### config.mk
export PLATFORM = sky130hd
export DESIGN_NAME = yuv_line_decoder
export DESIGN_NICKNAME = d
export VERILOG_FILES = /design/src/rtl/yuv_dec_pkg.sv /design/src/rtl/yuv_fmt_unpack.sv /design/src/rtl/yuv_chroma_offsets.sv /design/src/rtl/yuv_pixel_clamp.sv /design/src/rtl/yuv_line_seq.sv /design/src/rtl/yuv_line_decoder.sv
export SDC_FILE = /design/constraint.sdc
export NUM_CORES = 1
export LEC_CHECK = 0
export CAP_MARGIN = 10
export CORE_ASPECT_RATIO = 0.6
export CORE_MARGIN = 5
export CORE_UTILIZATION = 48
export CTS_BUF_LIST = sky130_fd_sc_hd__clkbuf_8
export DETAILED_ROUTE_END_ITERATION = 10
export PLACE_DENSITY = 0.71
export SLEW_MARGIN = 20
export SYNTH_ARGS = -nofsm -noshare
export SYNTH_HDL_FRONTEND = slang
export SYNTH_SLANG_ARGS = --single-unit
### constraint.sdc
create_clock -name clk -period 2.9 [get_ports clk]
set_input_delay 0.58 -clock clk [delete_from_list [all_inputs] [get_ports clk]]
set_output_delay 0.58 -clock clk [all_outputs]
set_load 0.005 [all_outputs]
### src/rtl/yuv_dec_pkg.sv
package yuv_dec_pkg;

  localparam logic [3:0]  FMT_YUV12_PK = 4'hA;
  localparam logic [3:0]  FMT_YUYV     = 4'hB;
  localparam logic [3:0]  FMT_UYVY     = 4'hC;
  localparam logic [23:0] FILL_RGB     = 24'hFF00FF;

  typedef enum logic [1:0] {
    ST_IDLE = 2'd0,
    ST_RUN  = 2'd1,
    ST_FIN  = 2'd2
  } seq_state_e;

  // One unpacked source group: two luma samples plus a shared chroma pair
  typedef struct packed {
    logic [1:0][7:0] luma;
    logic [7:0]      cb;
    logic [7:0]      cr;
    logic            fill;
  } yuv_group_t;

endpackage

### src/rtl/yuv_fmt_unpack.sv
module yuv_fmt_unpack
  import yuv_dec_pkg::*;
(
  input  logic [3:0]  fmt,
  input  logic [31:0] grp_data,
  input  logic [31:0] uv_data,
  output yuv_group_t  grp
);

  logic [3:0][7:0] gb;
  logic [3:0][7:0] cb_row;
  logic [15:0]     unused_uv_low;

  assign gb            = grp_data;
  assign cb_row        = uv_data;
  assign unused_uv_low = uv_data[15:0];

  always_comb begin
    grp = '0;
    unique case (fmt)
      FMT_YUYV: begin
        grp.luma[0] = gb[0];
        grp.cb      = gb[1];
        grp.luma[1] = gb[2];
        grp.cr      = gb[3];
      end
      FMT_UYVY: begin
        grp.cb      = gb[0];
        grp.luma[0] = gb[1];
        grp.cr      = gb[2];
        grp.luma[1] = gb[3];
      end
      FMT_YUV12_PK: begin
        grp.luma[0] = gb[0];
        grp.luma[1] = gb[1];
        grp.cr      = cb_row[2];
        grp.cb      = cb_row[3];
      end
      default: begin
        grp.fill = 1'b1;
      end
    endcase
  end

endmodule

### src/rtl/yuv_chroma_offsets.sv
module yuv_chroma_offsets (
  input  logic [7:0]        cb,
  input  logic [7:0]        cr,
  output logic signed [9:0] off_r,
  output logic signed [9:0] off_g,
  output logic signed [9:0] off_b
);

  logic signed [8:0]  u_s;
  logic signed [8:0]  v_s;
  logic signed [17:0] prod_r;
  logic signed [17:0] prod_g;
  logic signed [17:0] prod_b;

  always_comb begin
    u_s    = $signed({1'b0, cb}) - 9'sd128;
    v_s    = $signed({1'b0, cr}) - 9'sd128;
    prod_r = 18'sd359 * v_s;
    prod_g = (18'sd88 * u_s) + (18'sd183 * v_s);
    prod_b = 18'sd453 * u_s;
    // upper bits of a two's complement product give the floor of /256
    off_r  = prod_r[17:8];
    off_g  = prod_g[17:8];
    off_b  = prod_b[17:8];
  end

endmodule

### src/rtl/yuv_pixel_clamp.sv
module yuv_pixel_clamp (
  input  logic [7:0]        luma,
  input  logic signed [9:0] off_r,
  input  logic signed [9:0] off_g,
  input  logic signed [9:0] off_b,
  output logic [23:0]       rgb
);

  logic signed [10:0] y_s;
  logic signed [10:0] sum_r;
  logic signed [10:0] sum_g;
  logic signed [10:0] sum_b;

  function automatic logic [7:0] sat8(input logic signed [10:0] v);
    if (v < 11'sd0)        return 8'd0;
    else if (v > 11'sd255) return 8'd255;
    else                   return v[7:0];
  endfunction

  always_comb begin
    y_s   = $signed({3'b000, luma});
    sum_r = y_s + $signed({off_r[9], off_r});
    sum_g = y_s - $signed({off_g[9], off_g});
    sum_b = y_s + $signed({off_b[9], off_b});
    rgb   = {sat8(sum_r), sat8(sum_g), sat8(sum_b)};
  end

endmodule

### src/rtl/yuv_line_seq.sv
module yuv_line_seq
  import yuv_dec_pkg::*;
#(
  parameter int W_BITS = 10
) (
  input  logic              clk,
  input  logic              rst_n,
  input  logic              start,
  input  logic [3:0]        fmt,
  input  logic [W_BITS-1:0] width,
  output logic [3:0]        fmt_q,
  output logic [W_BITS-1:0] grp_idx,
  output logic              grp_valid,
  output logic              busy,
  output logic              done
);

  seq_state_e        state_q, state_d;
  logic [W_BITS-1:0] cnt_q, cnt_d;
  logic [W_BITS-1:0] width_q, width_d;
  logic [3:0]        fmt_d;
  logic              accept;
  logic              last_grp;

  always_comb begin
    state_d  = state_q;
    cnt_d    = cnt_q;
    width_d  = width_q;
    fmt_d    = fmt_q;
    accept   = (state_q == ST_IDLE) && start;
    last_grp = (cnt_q == (width_q - W_BITS'(1)));
    unique case (state_q)
      ST_IDLE: begin
        if (accept) begin
          fmt_d   = fmt;
          width_d = width;
          cnt_d   = '0;
          state_d = (width == '0) ? ST_FIN : ST_RUN;
        end
      end
      ST_RUN: begin
        cnt_d = cnt_q + W_BITS'(1);
        if (last_grp) state_d = ST_FIN;
      end
      ST_FIN:  state_d = ST_IDLE;
      default: state_d = ST_IDLE;
    endcase
  end

  always_ff @(posedge clk or negedge rst_n) begin
    if (!rst_n) begin
      state_q <= ST_IDLE;
      cnt_q   <= '0;
      width_q <= '0;
      fmt_q   <= '0;
    end else begin
      state_q <= state_d;
      cnt_q   <= cnt_d;
      if (accept) begin
        width_q <= width_d;
        fmt_q   <= fmt_d;
      end
    end
  end

  assign grp_idx   = cnt_q;
  assign grp_valid = (state_q == ST_RUN);
  assign busy      = (state_q != ST_IDLE);
  assign done      = (state_q == ST_FIN);

endmodule

### src/rtl/yuv_line_decoder.sv
module yuv_line_decoder
  import yuv_dec_pkg::*;
#(
  parameter int W_BITS   = 10,
  parameter int LB_DEPTH = 2048
) (
  input  logic              clk,
  input  logic              rst_n,
  input  logic              start,
  input  logic [3:0]        fmt,
  input  logic [W_BITS-1:0] width,
  output logic [W_BITS-1:0] src_idx,
  input  logic [31:0]       grp_data,
  input  logic [31:0]       uv_data,
  output logic              lb_we0,
  output logic              lb_we1,
  output logic [W_BITS:0]   lb_addr,
  output logic [23:0]       lb_data0,
  output logic [23:0]       lb_data1,
  output logic              busy,
  output logic              done
);

  localparam int ADDR_W = W_BITS + 1;
  localparam int LANES  = 2;

  // reset: asserted at once, released after two edges
  logic [1:0] rst_pipe_q;
  logic       rst_core_n;

  always_ff @(posedge clk or negedge rst_n) begin
    if (!rst_n) rst_pipe_q <= 2'b00;
    else        rst_pipe_q <= {rst_pipe_q[0], 1'b1};
  end
  assign rst_core_n = rst_pipe_q[1];

  logic [3:0]        fmt_q;
  logic [W_BITS-1:0] grp_idx;
  logic              grp_valid;

  yuv_line_seq #(.W_BITS(W_BITS)) u_seq (
    .clk       (clk),
    .rst_n     (rst_core_n),
    .start     (start),
    .fmt       (fmt),
    .width     (width),
    .fmt_q     (fmt_q),
    .grp_idx   (grp_idx),
    .grp_valid (grp_valid),
    .busy      (busy),
    .done      (done)
  );

  assign src_idx = grp_idx;

  yuv_group_t grp;

  yuv_fmt_unpack u_unpack (
    .fmt      (fmt_q),
    .grp_data (grp_data),
    .uv_data  (uv_data),
    .grp      (grp)
  );

  logic signed [9:0] off_r, off_g, off_b;

  yuv_chroma_offsets u_offs (
    .cb    (grp.cb),
    .cr    (grp.cr),
    .off_r (off_r),
    .off_g (off_g),
    .off_b (off_b)
  );

  logic [LANES-1:0][23:0] px;

  for (genvar ln = 0; ln < LANES; ln++) begin : g_lane
    yuv_pixel_clamp u_clamp (
      .luma  (grp.luma[ln]),
      .off_r (off_r),
      .off_g (off_g),
      .off_b (off_b),
      .rgb   (px[ln])
    );
  end

  // output stage: next-state
  logic [ADDR_W-1:0]      entry_even;
  logic [ADDR_W-1:0]      entry_odd;
  logic                   we0_d, we1_d;
  logic [LANES-1:0][23:0] data_d;

  always_comb begin
    entry_even = {grp_idx, 1'b0};
    entry_odd  = {grp_idx, 1'b1};
    we0_d      = grp_valid && (32'(entry_even) < 32'(LB_DEPTH));
    we1_d      = grp_valid && (32'(entry_odd)  < 32'(LB_DEPTH));
    data_d[0]  = grp.fill ? FILL_RGB : px[0];
    data_d[1]  = grp.fill ? FILL_RGB : px[1];
  end

  // output stage: registers; data loads only on a live group
  logic                   we0_q, we1_q;
  logic [ADDR_W-1:0]      addr_q;
  logic [LANES-1:0][23:0] data_q;

  always_ff @(posedge clk or negedge rst_core_n) begin
    if (!rst_core_n) begin
      we0_q  <= 1'b0;
      we1_q  <= 1'b0;
      addr_q <= '0;
      data_q <= '0;
    end else begin
      we0_q <= we0_d;
      we1_q <= we1_d;
      if (grp_valid) begin
        addr_q <= entry_even;
        data_q <= data_d;
      end
    end
  end

  assign lb_we0   = we0_q;
  assign lb_we1   = we1_q;
  assign lb_addr  = addr_q;
  assign lb_data0 = data_q[0];
  assign lb_data1 = data_q[1];

endmodule

==> out/metrics.csv <==
metric,value,unit
cts.clk_slew.worst_paths,0.10,ns
rsz0062_at_grt,yes,
dp.cells,2081,
max_freq,136,MHz
setup_violations,48,
numPortBuffers,136,
synth_ff_type,dfrtp_1,
period_minus_slack,7.37,ns
grt-busiest-layer,met2,
worstMarginPinSlew,1.20,ns
yosys.area_share.adder,0.331,
cts-buffers-inserted,9,
io_pins,154,
design.die.area,27700,µm²
global_route.usage.met2,0.428,
fp.dieW,211,µm
fillers,1536,
synth_compound_area_frac,0.184,
cp_max_fo,7,
synthXorXnorAreaFrac,0.0642,
violations,setup timing,
relSlewSlack,0.191,
tritoncts,done,
ctsHoldBuffers,0,
met3_usage,0.0549,
synth_edf_count,0,
routedWlPerCell,19.5,µm
place_area,16300,µm²
reg2reg_setup_slack,-4.47,ns
rows,44,
worstSetupEndpointType,register,
synth_mux_area_frac,0.0277,
crit_path_start_kind,register,
start_util,0.486,
diodes,0,
drtIter0Drc,908,
postRouteWirelength,42100,µm
worstHoldPathType,reg -> async,
num_vias,11900,
stdcell_count,2159,
clk_path_buf_depth,2,
antenna_found_initial,0,
status,"complete, but fails checks",
ys_seq_area_frac,0.186,
nNetsFinal,2177,
synth_seq_cells,87,
clock-sinks,87,
grt_pass1_vias,11500,
first_pass_iters,5,
cts-root-buf,clkbuf_8,
drv_cap,0,
synth.net_count,1650,
hold_viol_final,0,
avgSynthCellArea,8.96,µm²
syn_area,11700,µm²
drc_errors,0,
avgViaCountPerCell,5.50,
slew_violations,0,
netlist_instances,1305,
grt_overflow,0,
synthSimpleGateAreaFrac,0.134,
period_share,2.54,
grt_max_degree,58,
drive_gt1_frac,0.385,
antenna_left,0,
die_h,131,µm
fin_ws,-4.47,ns
cp_slowest_cell,fa_1,
area_growth,57.0,%
setup_tns,-191.96,ns
fin_area,18300,µm²
reg2reg_from,u_seq.fmt_q[0],
grt_usage,0.279,
htreeDepth,3,
gp_congestion,0.931,
ys_async_sr_fraction,1.00,
coreArea,24100,µm²
crit_type,reg -> reg,
clock_skew,0.0202,ns
clkLatencyLatePin,0.40,ns
max_stage_delay,0.60,ns
worstSetupStartpoint,u_seq.fmt_q[0],
synth_cell_types,90,
dp_slack,-4.77,ns
grt_pass1_wl,61000,µm
ys_warn_count,0,
hpwl,31600,µm
gr-usage-met1,0.417,
synth_top_family_by_area,adder cells,
arrival,7.63,ns
crit_required,3.16,ns
## final timing paths
check / end / cells past startpoint
worst max register to register: lb_data1[13] / 29
worst min register to register: lb_data1[18] / 0
max in group asynchronous: lb_data1[1] / 1
min in group clk: rst_pipe_q[1] / 0
worst max-delay path: lb_data1[13] / 29
worst min-delay path: lb_data1[18] / 0
## registers in the layout (all words and copies together) (netlist names)
register / flops
lb_data0: 24
lb_data1: 24
lb_addr: 10
u_seq.grp_idx: 10
u_seq.width_q: 10
u_seq.fmt_q: 4
rst_pipe_q: 2
u_seq.state_q: 2
lb_we0: 1
## logic make-up (layout without fill, tap and decap cells)
logic type,after synthesis,count (layout)
buffers and inverters,221,753
AO/OA/AOI/OAI,286,286
AND/OR/NAND/NOR,329,329
other,2,2
adder cells (fa/ha/maj),267,267
multiplexers,32,32
XOR/XNOR,81,81
flip-flops,87,87
## routing by layer
| layer | routed length, µm | vias to the layer above |
|---|---|---|
| met3 | 3570 | 80 |
| met1 | 18700 | 5774 |
| met5 | 0 | - |
| met2 | 19000 | 491 |
| met4 | 855 | 0 |
| li1 | - | 5539 |
## repair_timing
item                                    4_1_cts  5_1_grt
setup buffers                                30       38
endpoints found under the hold margin         0        0
resized for setup                           100      166
endpoints found under the setup margin       48       50
pin swaps                                    73      125
## per-stage QoR
| stage | hold slack [ns] | util |
|---|---|---|
| after global placement | 0.262 | 0.677 |
| after CTS | 0.277 | 0.716 |
| after floorplan | 0.284 | - |
| after detailed placement | 0.269 | 0.677 |
| final | 0.262 | 0.762 |
| after global routing | 0.301 | 0.762 |
## synthesized netlist by cell type, types with 11 or more instances
| library cell | count | share of area |
|---|---|---|
| o211ai_1 | 18 | 0.012 |
| o21bai_1 | 11 | 0.0071 |
| o21ai_0 | 59 | 0.025 |
| a21o_1 | 17 | 0.011 |
| mux2i_1 | 29 | 0.025 |
| xnor2_1 | 56 | 0.042 |
| ha_1 | 193 | 0.21 |
| nor3_1 | 20 | 0.0086 |
| inv_1 | 189 | 0.061 |
| a21oi_1 | 52 | 0.022 |
| xor2_1 | 21 | 0.016 |
| fa_1 | 71 | 0.12 |
| clkbuf_1 | 21 | 0.0067 |
| o21a_1 | 19 | 0.012 |
| nor2_1 | 67 | 0.022 |
| nand2b_1 | 14 | 0.0075 |
| nor2b_1 | 19 | 0.010 |
| nand3_1 | 23 | 0.0098 |
| nand2_1 | 136 | 0.044 |
| o221a_2 | 24 | 0.023 |
| dfrtp_1 | 87 | 0.19 |
## final cells by class
class	instances	area, µm²	area share
Sequential cell	87	2180	0.119
Timing Repair Buffer	546	4590	0.250
Multi-Input combinational cell	997	10300	0.559
Clock inverter	7	61.3	0.00334
Tap cell	322	403	0.0220
Inverter	191	724	0.0395
Clock buffer	9	124	0.00675
## critical path, delay by kind of cell (launching register included)
family          cells  cell delay, ns
compound gates      8            1.52
xor+xnor            2            0.41
fa+ha+maj          10            3.66
buf+inv             3            0.37
flops               1            0.49
mux                 1            0.18
simple gates        5            0.62
## cell usage in the layout (no fill, tap or decap), drive strengths merged, types with 55 or more instances in the layout
cell type | Yosys | layout
inv | 190 | 195
dfrtp | 87 | 87
clkdlybuf4s50 | 0 | 136
nor2 | 68 | 68
xnor2 | 59 | 59
a21oi | 55 | 55
o21ai | 66 | 66
nand2 | 137 | 137
ha | 193 | 193
fa | 71 | 71
buf | 9 | 410
Power is left out: the tool's default activity adds up to more than one toggle a clock period on the data nets, which glitch-free logic cannot reach.
